--- config.mk ---
export PLATFORM = sky130hd
export DESIGN_NAME = iso_in_ep
export DESIGN_NICKNAME = d
export VERILOG_FILES = /design/src/rtl/iso_in_pkg.sv /design/src/rtl/iso_in_buf.sv /design/src/rtl/iso_in_queue.sv /design/src/rtl/iso_in_tx.sv /design/src/rtl/iso_in_ep.sv
export SDC_FILE = /design/constraint.sdc
export NUM_CORES = 2
export LEC_CHECK = 0
export CAP_MARGIN = 20
export CORE_MARGIN = 8
export CORE_UTILIZATION = 41
export CTS_BUF_LIST = sky130_fd_sc_hd__clkbuf_8
export CTS_CLUSTER_SIZE = 28
export DETAILED_ROUTE_END_ITERATION = 8
export PLACE_DENSITY_LB_ADDON = 0.1
export SETUP_SLACK_MARGIN = 0.5
export SLEW_MARGIN = 0
export SYNTH_ARGS = -nofsm -noshare
export SYNTH_HDL_FRONTEND = slang
export SYNTH_HIERARCHICAL = 1
export SYNTH_MEMORY_MAX_BITS = 65536
export SYNTH_SLANG_ARGS = --single-unit
--- constraint.sdc ---
create_clock -name clk -period 6.72 [get_ports clk]
set_clock_uncertainty 0.05 [all_clocks]
set_input_delay 0.672 -clock clk [delete_from_list [all_inputs] [get_ports clk]]
set_output_delay 0.672 -clock clk [all_outputs]
set_load 0.01 [all_outputs]
--- src/rtl/iso_in_pkg.sv ---
package iso_in_pkg;

   // control/status register bit positions
   localparam int CSR_SVC   = 0;
   localparam int CSR_DONE  = 1;
   localparam int CSR_FLUSH = 2;
   localparam int CSR_SHORT = 3;
   localparam int CSR_IEN   = 4;

   typedef enum logic [1:0] {
      RSP_NONE = 2'b00,
      RSP_DATA = 2'b01,
      RSP_NAK  = 2'b10,
      RSP_ZLP  = 2'b11
   } rsp_e;

   typedef enum logic [1:0] {
      ST_IDLE   = 2'd0,
      ST_STREAM = 2'd1,
      ST_WAIT   = 2'd2
   } tx_st_e;

endpackage

--- src/rtl/iso_in_buf.sv ---
module iso_in_buf #(
   parameter int DEPTH = 256,
   parameter int DW    = 8,
   parameter int AW    = 8
) (
   input  logic          clk,
   input  logic          we,
   input  logic [AW-1:0] waddr,
   input  logic [DW-1:0] wdata,
   input  logic [AW-1:0] raddr,
   output logic [DW-1:0] rdata
);

   logic [DW-1:0] mem [DEPTH];

   always_ff @(posedge clk) begin
      if (we) mem[waddr] <= wdata;
   end

   assign rdata = mem[raddr];

endmodule

--- src/rtl/iso_in_queue.sv ---
module iso_in_queue #(
   parameter int MAX_PKT = 256,
   parameter int AW      = 8,
   parameter int LW      = 9
) (
   input  logic          clk,
   input  logic          rst_n,
   input  logic          flush,
   input  logic          byte_wr,
   input  logic          short_go,
   input  logic          pop,
   output logic [1:0]    level,
   output logic          wr_sel,
   output logic          rd_sel,
   output logic [AW-1:0] fill_idx,
   output logic [LW-1:0] head_len,
   output logic          wr_ok
);

   localparam logic [AW-1:0] LAST_IDX = AW'(MAX_PKT - 1);
   localparam logic [LW-1:0] FULL_LEN = LW'(MAX_PKT);

   logic [LW-1:0] len_q [2];
   logic          full_hit;
   logic          short_hit;
   logic          commit;
   logic          room;
   logic [LW-1:0] commit_len;

   always_comb begin
      room       = (level != 2'd2);
      wr_ok      = byte_wr && room && !flush;
      full_hit   = wr_ok && (fill_idx == LAST_IDX);
      short_hit  = short_go && room && !flush && !full_hit;
      commit     = full_hit || short_hit;
      commit_len = full_hit ? FULL_LEN : (LW'(fill_idx) + LW'(wr_ok));
      head_len   = len_q[rd_sel];
   end

   always_ff @(posedge clk) begin
      if (!rst_n || flush) begin
         level    <= 2'd0;
         wr_sel   <= 1'b0;
         rd_sel   <= 1'b0;
         fill_idx <= '0;
      end else begin
         level <= level + {1'b0, commit} - {1'b0, pop};
         if (commit) begin
            wr_sel   <= ~wr_sel;
            fill_idx <= '0;
         end else if (wr_ok) begin
            fill_idx <= fill_idx + AW'(1);
         end
         if (pop) rd_sel <= ~rd_sel;
      end
   end

   for (genvar b = 0; b < 2; b++) begin : g_len
      always_ff @(posedge clk) begin
         if (!rst_n)
            len_q[b] <= '0;
         else if (commit && (wr_sel == 1'(b)))
            len_q[b] <= commit_len;
      end
   end

endmodule

--- src/rtl/iso_in_tx.sv ---
module iso_in_tx
   import iso_in_pkg::*;
#(
   parameter int AW = 8,
   parameter int LW = 9
) (
   input  logic          clk,
   input  logic          rst_n,
   input  logic          flush,
   input  logic          in_tok,
   input  logic          tx_ready,
   input  logic          pkt_sent,
   input  logic          have_pkt,
   input  logic          done,
   input  logic [LW-1:0] head_len,
   output logic          resp_valid,
   output logic [1:0]    resp_code,
   output logic [LW-1:0] resp_len,
   output logic          tx_valid,
   output logic          tx_last,
   output logic [AW-1:0] rd_idx,
   output logic          pop
);

   tx_st_e        st;
   logic [LW-1:0] cur_len;
   logic          real_q;

   always_comb begin
      tx_valid = (st == ST_STREAM);
      tx_last  = tx_valid && ((LW'(rd_idx) + LW'(1)) == cur_len);
      pop      = (st == ST_WAIT) && pkt_sent && real_q && !flush;
   end

   always_ff @(posedge clk) begin
      if (!rst_n) begin
         st         <= ST_IDLE;
         cur_len    <= '0;
         real_q     <= 1'b0;
         rd_idx     <= '0;
         resp_valid <= 1'b0;
         resp_code  <= RSP_NONE;
         resp_len   <= '0;
      end else begin
         resp_valid <= 1'b0;
         resp_code  <= RSP_NONE;
         resp_len   <= '0;
         if (flush) begin
            st     <= ST_IDLE;
            rd_idx <= '0;
         end else begin
            unique case (st)
               ST_IDLE: if (in_tok) begin
                  resp_valid <= 1'b1;
                  rd_idx     <= '0;
                  if (have_pkt) begin
                     resp_code <= RSP_DATA;
                     resp_len  <= head_len;
                     cur_len   <= head_len;
                     real_q    <= 1'b1;
                     st        <= (head_len == '0) ? ST_WAIT : ST_STREAM;
                  end else if (done) begin
                     resp_code <= RSP_NAK;
                  end else begin
                     resp_code <= RSP_ZLP;
                     real_q    <= 1'b0;
                     st        <= ST_WAIT;
                  end
               end
               ST_STREAM: if (tx_ready) begin
                  if (tx_last) st <= ST_WAIT;
                  else         rd_idx <= rd_idx + AW'(1);
               end
               ST_WAIT: if (pkt_sent) st <= ST_IDLE;
               default: st <= ST_IDLE;
            endcase
         end
      end
   end

endmodule

--- src/rtl/iso_in_ep.sv ---
module iso_in_ep
   import iso_in_pkg::*;
#(
   parameter int MAX_PKT = 256,
   parameter int DW      = 8
) (
   input  logic                         clk,
   input  logic                         rst_n,
   input  logic                         fifo_wr,
   input  logic [DW-1:0]                fifo_wdata,
   input  logic                         csr_wr,
   input  logic [7:0]                   csr_wdata,
   output logic [7:0]                   csr_rdata,
   input  logic                         host_cfg_req,
   input  logic                         in_tok,
   output logic                         resp_valid,
   output logic [1:0]                   resp_code,
   output logic [$clog2(MAX_PKT+1)-1:0] resp_len,
   output logic                         tx_valid,
   output logic [DW-1:0]                tx_data,
   output logic                         tx_last,
   input  logic                         tx_ready,
   input  logic                         pkt_sent,
   output logic                         irq
);

   localparam int AW = $clog2(MAX_PKT);
   localparam int LW = $clog2(MAX_PKT + 1);

   if (MAX_PKT < 2 || MAX_PKT > 1023) begin : g_bad_size
      $error("iso_in_ep: MAX_PKT must lie in 2..1023");
   end
   if (DW < 1) begin : g_bad_width
      $error("iso_in_ep: DW must be at least 1");
   end

   logic          flush;
   logic          short_go;
   logic          done_q;
   logic          ien_q;
   logic [1:0]    level;
   logic          wr_sel;
   logic          rd_sel;
   logic          wr_ok;
   logic          pop;
   logic [AW-1:0] fill_idx;
   logic [AW-1:0] rd_idx;
   logic [LW-1:0] head_len;
   logic [DW-1:0] buf_rdata [2];

   assign flush    = (csr_wr && csr_wdata[CSR_FLUSH]) || host_cfg_req;
   assign short_go = csr_wr && csr_wdata[CSR_SHORT];

   always_ff @(posedge clk) begin
      if (!rst_n) begin
         done_q <= 1'b0;
         ien_q  <= 1'b0;
      end else begin
         if (pop)                               done_q <= 1'b1;
         else if (csr_wr && csr_wdata[CSR_DONE]) done_q <= 1'b0;
         if (csr_wr) ien_q <= csr_wdata[CSR_IEN];
      end
   end

   always_comb begin
      csr_rdata            = '0;
      csr_rdata[CSR_SVC]   = (level != 2'd2);
      csr_rdata[CSR_DONE]  = done_q;
      csr_rdata[CSR_IEN]   = ien_q;
      irq                  = done_q && ien_q;
   end

   iso_in_queue #(.MAX_PKT(MAX_PKT), .AW(AW), .LW(LW)) u_queue (
      .clk      (clk),
      .rst_n    (rst_n),
      .flush    (flush),
      .byte_wr  (fifo_wr),
      .short_go (short_go),
      .pop      (pop),
      .level    (level),
      .wr_sel   (wr_sel),
      .rd_sel   (rd_sel),
      .fill_idx (fill_idx),
      .head_len (head_len),
      .wr_ok    (wr_ok)
   );

   for (genvar b = 0; b < 2; b++) begin : g_buf
      iso_in_buf #(.DEPTH(MAX_PKT), .DW(DW), .AW(AW)) u_buf (
         .clk   (clk),
         .we    (wr_ok && (wr_sel == 1'(b))),
         .waddr (fill_idx),
         .wdata (fifo_wdata),
         .raddr (rd_idx),
         .rdata (buf_rdata[b])
      );
   end

   assign tx_data = buf_rdata[rd_sel];

   iso_in_tx #(.AW(AW), .LW(LW)) u_tx (
      .clk        (clk),
      .rst_n      (rst_n),
      .flush      (flush),
      .in_tok     (in_tok),
      .tx_ready   (tx_ready),
      .pkt_sent   (pkt_sent),
      .have_pkt   (level != 2'd0),
      .done       (done_q),
      .head_len   (head_len),
      .resp_valid (resp_valid),
      .resp_code  (resp_code),
      .resp_len   (resp_len),
      .tx_valid   (tx_valid),
      .tx_last    (tx_last),
      .rd_idx     (rd_idx),
      .pop        (pop)
   );

endmodule

==> results <==
- The flow ran to the end, and the final reports show no timing, DRC or antenna violations.
- Setup repair after global routing could not meet its margin everywhere.
- The clock share of power is 40.5%.
- After synthesis, flip-flops and latches occupy 76.6% of the total area.
- The TritonCTS buffer count is 688.
- The startpoint of the lowest-slack register-to-register path is u_queue/fill_idx[0].
- The total of flip-flops plus latches after synthesis is 4161.
- The distinct cell type count after synthesis is 91.
- Leaving out fill and tap cells, the most frequent cell in the layout is sky130_fd_sc_hd__edfxtp_1.
- The count of final max-slew check failures is 0.
- Yosys printed 6 warnings.
- Measured in cells, the most critical reg-to-reg path has a length of 4.
- The vertical extent of the die is 645 um.
- The number of failing hold endpoints at the final stage is 0.
- The cell count after synthesis came out at 7814.
- The mapped cell area is 0.162 sq mm.
- The worst slew slack as a fraction of its limit is 15.2%.
- Dividing the synthesized area by the synthesized cell count gives 20.8 sq um.
- Measured on the finished design, the core utilization comes to 46.2%.
- In this run the most critical hold path is launched from csr_wr.
- For this design the ratio of total power to cell area is 268 mW/mm^2.
- Of the cells placed in the final design, the portion with a size suffix greater than 1 is 24.8%.
- Of all nets on the critical path, the largest fanout is 39.
- The total chip power is 0.0490 W.
- Leaving out fill and tap cells, the most frequent cells in the layout are sky130_fd_sc_hd__edfxtp_1 (4114), sky130_fd_sc_hd__mux4_2 (908), sky130_fd_sc_hd__clkbuf_8 (714), sky130_fd_sc_hd__nor2_1 (597), sky130_fd_sc_hd__buf_4 (288).
- The maximum operating frequency is 0.164 GHz.
- Of the total power, the share spent switching nets is 21.2%.
- The clock passes through at most 4 buffers.
- The worst hold path terminates at done_q.
- The layout-stage area growth over the synthesis result is 12.3%.
- At the pin with the least slew margin, the transition time is 1.27 ns.
- The initial antenna violation count is 16.
- The number of placed instances with taps included is 13.0k.
- The library cell contributing the largest single delay on the critical path is sky130_fd_sc_hd__dfxtp_4.
- The number of DRC violations after detailed-routing iteration 0 is 7725.
- The number of global-route vias before repair is 84.1k.
- The remaining antenna violation count is 0.
- The clock tree from TritonCTS is yes.
- The number of synthesized flops with an enable pin is 4114.
- Of all flip-flops after synthesis, the portion carrying an async set or reset was 0%.
- The routed layout has 81.2k vias.
- The die boundary width is 645 um.
- Data on the critical path is required at its endpoint by 6.00 ns.
- The tree is rooted in a sky130_fd_sc_hd__clkbuf_8.
- In this run the power spent charging and discharging nets is 0.0104 W.
- The final estimated routing congestion in global placement is 0.808.
- The effective utilization at floorplan is 41.1%.
- The nature of the critical path startpoint is a flip-flop.
- The placeable core region is 0.395 sq mm.
- The count of standard-cell rows is 231.
- In the synthesized netlist the dominant register cell turns out to be sky130_fd_sc_hd__edfxtp_1.
- The source-to-sink clock delay at the later pin of the worst-skew pair is 1.16 ns.
- Once detailed placement completed, the half-perimeter wirelength came to 275000 um.
- Along the worst hold path, the cell count comes to 2.
- After global routing the overflow that remains totals 0.
- The endpoint of the most critical register-to-register path is g_buf[0].u_buf/mem[9][1].
- The worst-case vdd ir drop is 0.000184 V.
- Entering global routing, the biggest net connects 188 pins.
- In this design, the stage delay of the slowest critical-path cell is 0.75 ns.
- Setup total negative slack on the finished layout was measured at 0 ns.
- The slack of the worst reg-to-reg path is 2.65 ns.
- Counting every sink on the clock net gives 4161.
- The signal on the critical path passes through buf_12, nor2b_1, o221ai_1, nor2_1, nor4_1, buf_2, buf_4, nor4_4, mux2_4, clkdlybuf4s50_1.
- The wire length of the first global-routing pass is 635000 um.
- The die covers 0.417 sq mm.
- The H-tree generated during clock tree synthesis spans 6 levels.
- The quantity of I/O buffers inserted on ports is 45.
- After detailed routing, the number of vias per cell comes to 5.72.
- The worst setup path is captured at an output port.
- Registers are responsible for 58.3% of the overall power.
- The clock transition at the registers of the reported paths is 0.06 ns.
- The overall routing resource usage is 21.1%.
- The total routed wirelength is 451000 um.
- After detailed routing, the number of remaining DRC violations is 0.
- The worst hold path belongs to the class input pin to flip-flop.
- The total iterations of the first detailed-routing run is 6.
- The minimum period implied by the final worst setup slack is 6.11 ns.
- For this design the top-level I/O count stands at 55.
- The internal portion of the total power is 0.0386 W.
- The dominant delay contributor by cell family on the critical path is simple AND/OR/NAND/NOR gates.
- The average wire length per cell after detail routing is 31.8 um.
- The number of buffer and inverter stages on the critical path is 4.
- The worst setup path is of the flip-flop to output port kind.
- The count of max-cap constraint violations is 0.
- Setup violations remaining at the end of the flow were counted as 0.
- The relative contribution of combinational cells to total power is 1.2%.
- The number of nets in the layout is 8464.
- The total leakage power is 54.8 nW.
- In the finished design, the share of the clock period the worst path needs comes to 90.9%.
- The number of cells in the finished layout apart from fillers is 14.2k.
- The worst path arrival time is 5.39 ns.
[repair_timing]
action / CTS / global route
endpoints found under the hold margin: 590 / 0
gates resized for setup: 22 / 13
endpoints found under the setup margin: 8 / 4
hold buffers: 10 / 0
buffers inserted: 11 / 0
cloned: 3 / 1
[power groups by stage]
stage	clock, W	sequential, W	combinational, W
finish	0.0199	0.0285	0.000579
global route	0.0215	0.0285	0.000622
CTS	0.0205	0.0285	0.000595
detailed placement	0	0.0291	0.000590
global placement	0	0.0291	0.000556
floorplan	0	0.0291	0.0000497
[cells by family (layout without fill, tap and decap cells)]
family                     count (synthesis)  in the layout  synth area share [%]
DFF                                     4161           4161                  76.6
and+or+nand+nor                         1085           1087                  3.09
other                                      1              9               0.00231
xor gates and xnor gates                  24             24                 0.129
AOI/OAI and AO/OA                        832            832                  3.67
adders and majority gates                  5              5                0.0385
muxes                                   1201           1201                  14.5
buffers and inverters                    505           1626                  1.96
[through the flow]
step / cell area, sq um / setup slack, ns / hold slack [ns]
5_1_grt: 182000 / 0.491 / 0.100
2_1_floorplan: 162000 / 3.44 / 0.396
6_report: 182000 / 0.611 / 0.166
3_3_place_gp: 170000 / 0.590 / 0.408
3_5_place_dp: 170000 / 1.03 / 0.418
4_1_cts: 182000 / 0.321 / 0.0161
[routing by layer]
| metal | wire [um] | vias up | global-route usage, % |
|---|---|---|---|
| met1 | 193000 | 44000 | 29.3 |
| met4 | 12500 | 4 | 5.89 |
| met3 | 23700 | 658 | 3.12 |
| met2 | 222000 | 2497 | 35.1 |
| met5 | 24 | - | 0 |
| li1 | - | 34000 | - |
[Yosys cell counts (6+ instances only)]
cell                       count  area [sq um]
sky130_fd_sc_hd__a211oi_1     33           248
sky130_fd_sc_hd__a21o_1       11          82.6
sky130_fd_sc_hd__a21oi_1     203          1020
sky130_fd_sc_hd__a221oi_1     26           228
sky130_fd_sc_hd__a22o_1       16           140
sky130_fd_sc_hd__a22oi_1     266          2000
sky130_fd_sc_hd__a31oi_1       9          56.3
sky130_fd_sc_hd__a32o_1        6          60.1
sky130_fd_sc_hd__and2_1       21           131
sky130_fd_sc_hd__and3_1       14          87.6
sky130_fd_sc_hd__buf_1        44           165
sky130_fd_sc_hd__buf_12       16           320
sky130_fd_sc_hd__buf_2        63           315
sky130_fd_sc_hd__buf_4        64           480
sky130_fd_sc_hd__buf_6        50           563
sky130_fd_sc_hd__buf_8        26           390
sky130_fd_sc_hd__clkbuf_1    226           848
sky130_fd_sc_hd__dfxtp_1      47           941
sky130_fd_sc_hd__edfxtp_1   4114        124000
sky130_fd_sc_hd__inv_1        10          37.5
sky130_fd_sc_hd__mux2_2       11           124
sky130_fd_sc_hd__mux2_4        8           120
sky130_fd_sc_hd__mux2i_1     270          2700
sky130_fd_sc_hd__mux4_2      908         20400
sky130_fd_sc_hd__nand2_1      87           327
sky130_fd_sc_hd__nand2b_1     25           156
sky130_fd_sc_hd__nand3_1      78           390
sky130_fd_sc_hd__nand3b_1      6          45.0
sky130_fd_sc_hd__nand4_1      28           175
sky130_fd_sc_hd__nor2_1      603          2260
sky130_fd_sc_hd__nor2b_1      69           432
sky130_fd_sc_hd__nor3_1       58           290
sky130_fd_sc_hd__nor4_1       52           325
sky130_fd_sc_hd__nor4_2        6          75.1
sky130_fd_sc_hd__o211ai_1     21           158
sky130_fd_sc_hd__o21ai_0      27           135
sky130_fd_sc_hd__o221ai_1     92           806
sky130_fd_sc_hd__o22a_1       10          87.6
sky130_fd_sc_hd__o22ai_1      56           350
sky130_fd_sc_hd__o32ai_1       8          70.1
sky130_fd_sc_hd__or2_2         9          56.3
sky130_fd_sc_hd__xnor2_1      16           140
sky130_fd_sc_hd__xor2_1        8          70.1
[final cells by class]
type | count | area, sq um
Fill cell | 33500 | 213000
Sequential cell | 4161 | 125000
Multi-Input combinational cell | 3154 | 35100
Clock buffer | 712 | 9800
Tap cell | 5242 | 6560
Timing Repair Buffer | 417 | 4250
Clock inverter | 484 | 2190
Inverter | 13 | 48.8
Antenna cell | 4 | 10.0
[worst reg2reg max path, stage by stage, from the launching register on]
cell and delay [ns]:
sky130_fd_sc_hd__dfxtp_2 0.83, sky130_fd_sc_hd__nor2b_1 0.64, sky130_fd_sc_hd__nand3_2 0.93, sky130_fd_sc_hd__buf_4 0.48, sky130_fd_sc_hd__nor2_1 0.75
[flip-flops by register name (all words and copies together) (netlist names), 2 cells and up, named ones only]
| name | cells |
|---|---|
| u_queue/level | 2 |
| u_tx/st | 2 |
| u_queue/fill_idx | 8 |
| u_queue/len_q | 18 |
| u_tx/cur_len | 9 |
| g_buf.u_buf/mem | 4096 |
| u_tx/rd_idx | 8 |
| u_tx/resp_code | 2 |
| u_tx/resp_len | 9 |
[how the worst max path moves through the flow]
stage,startpoint,endpoint,slack [ns],cells past startpoint
after floorplan,csr_wdata[2],g_buf[0].u_buf/mem[234][0],3.44,9
after global placement,u_tx/rd_idx[1],tx_data[2],0.59,11
after detailed placement,u_tx/rd_idx[1],tx_data[2],1.03,13
after CTS,u_tx/rd_idx[0],tx_data[2],0.32,13
after global routing,u_tx/rd_idx[6],tx_data[2],0.49,10
final,u_tx/rd_idx[3],tx_data[2],0.61,10
No activity file was read; power rests on OpenSTA's default activity.
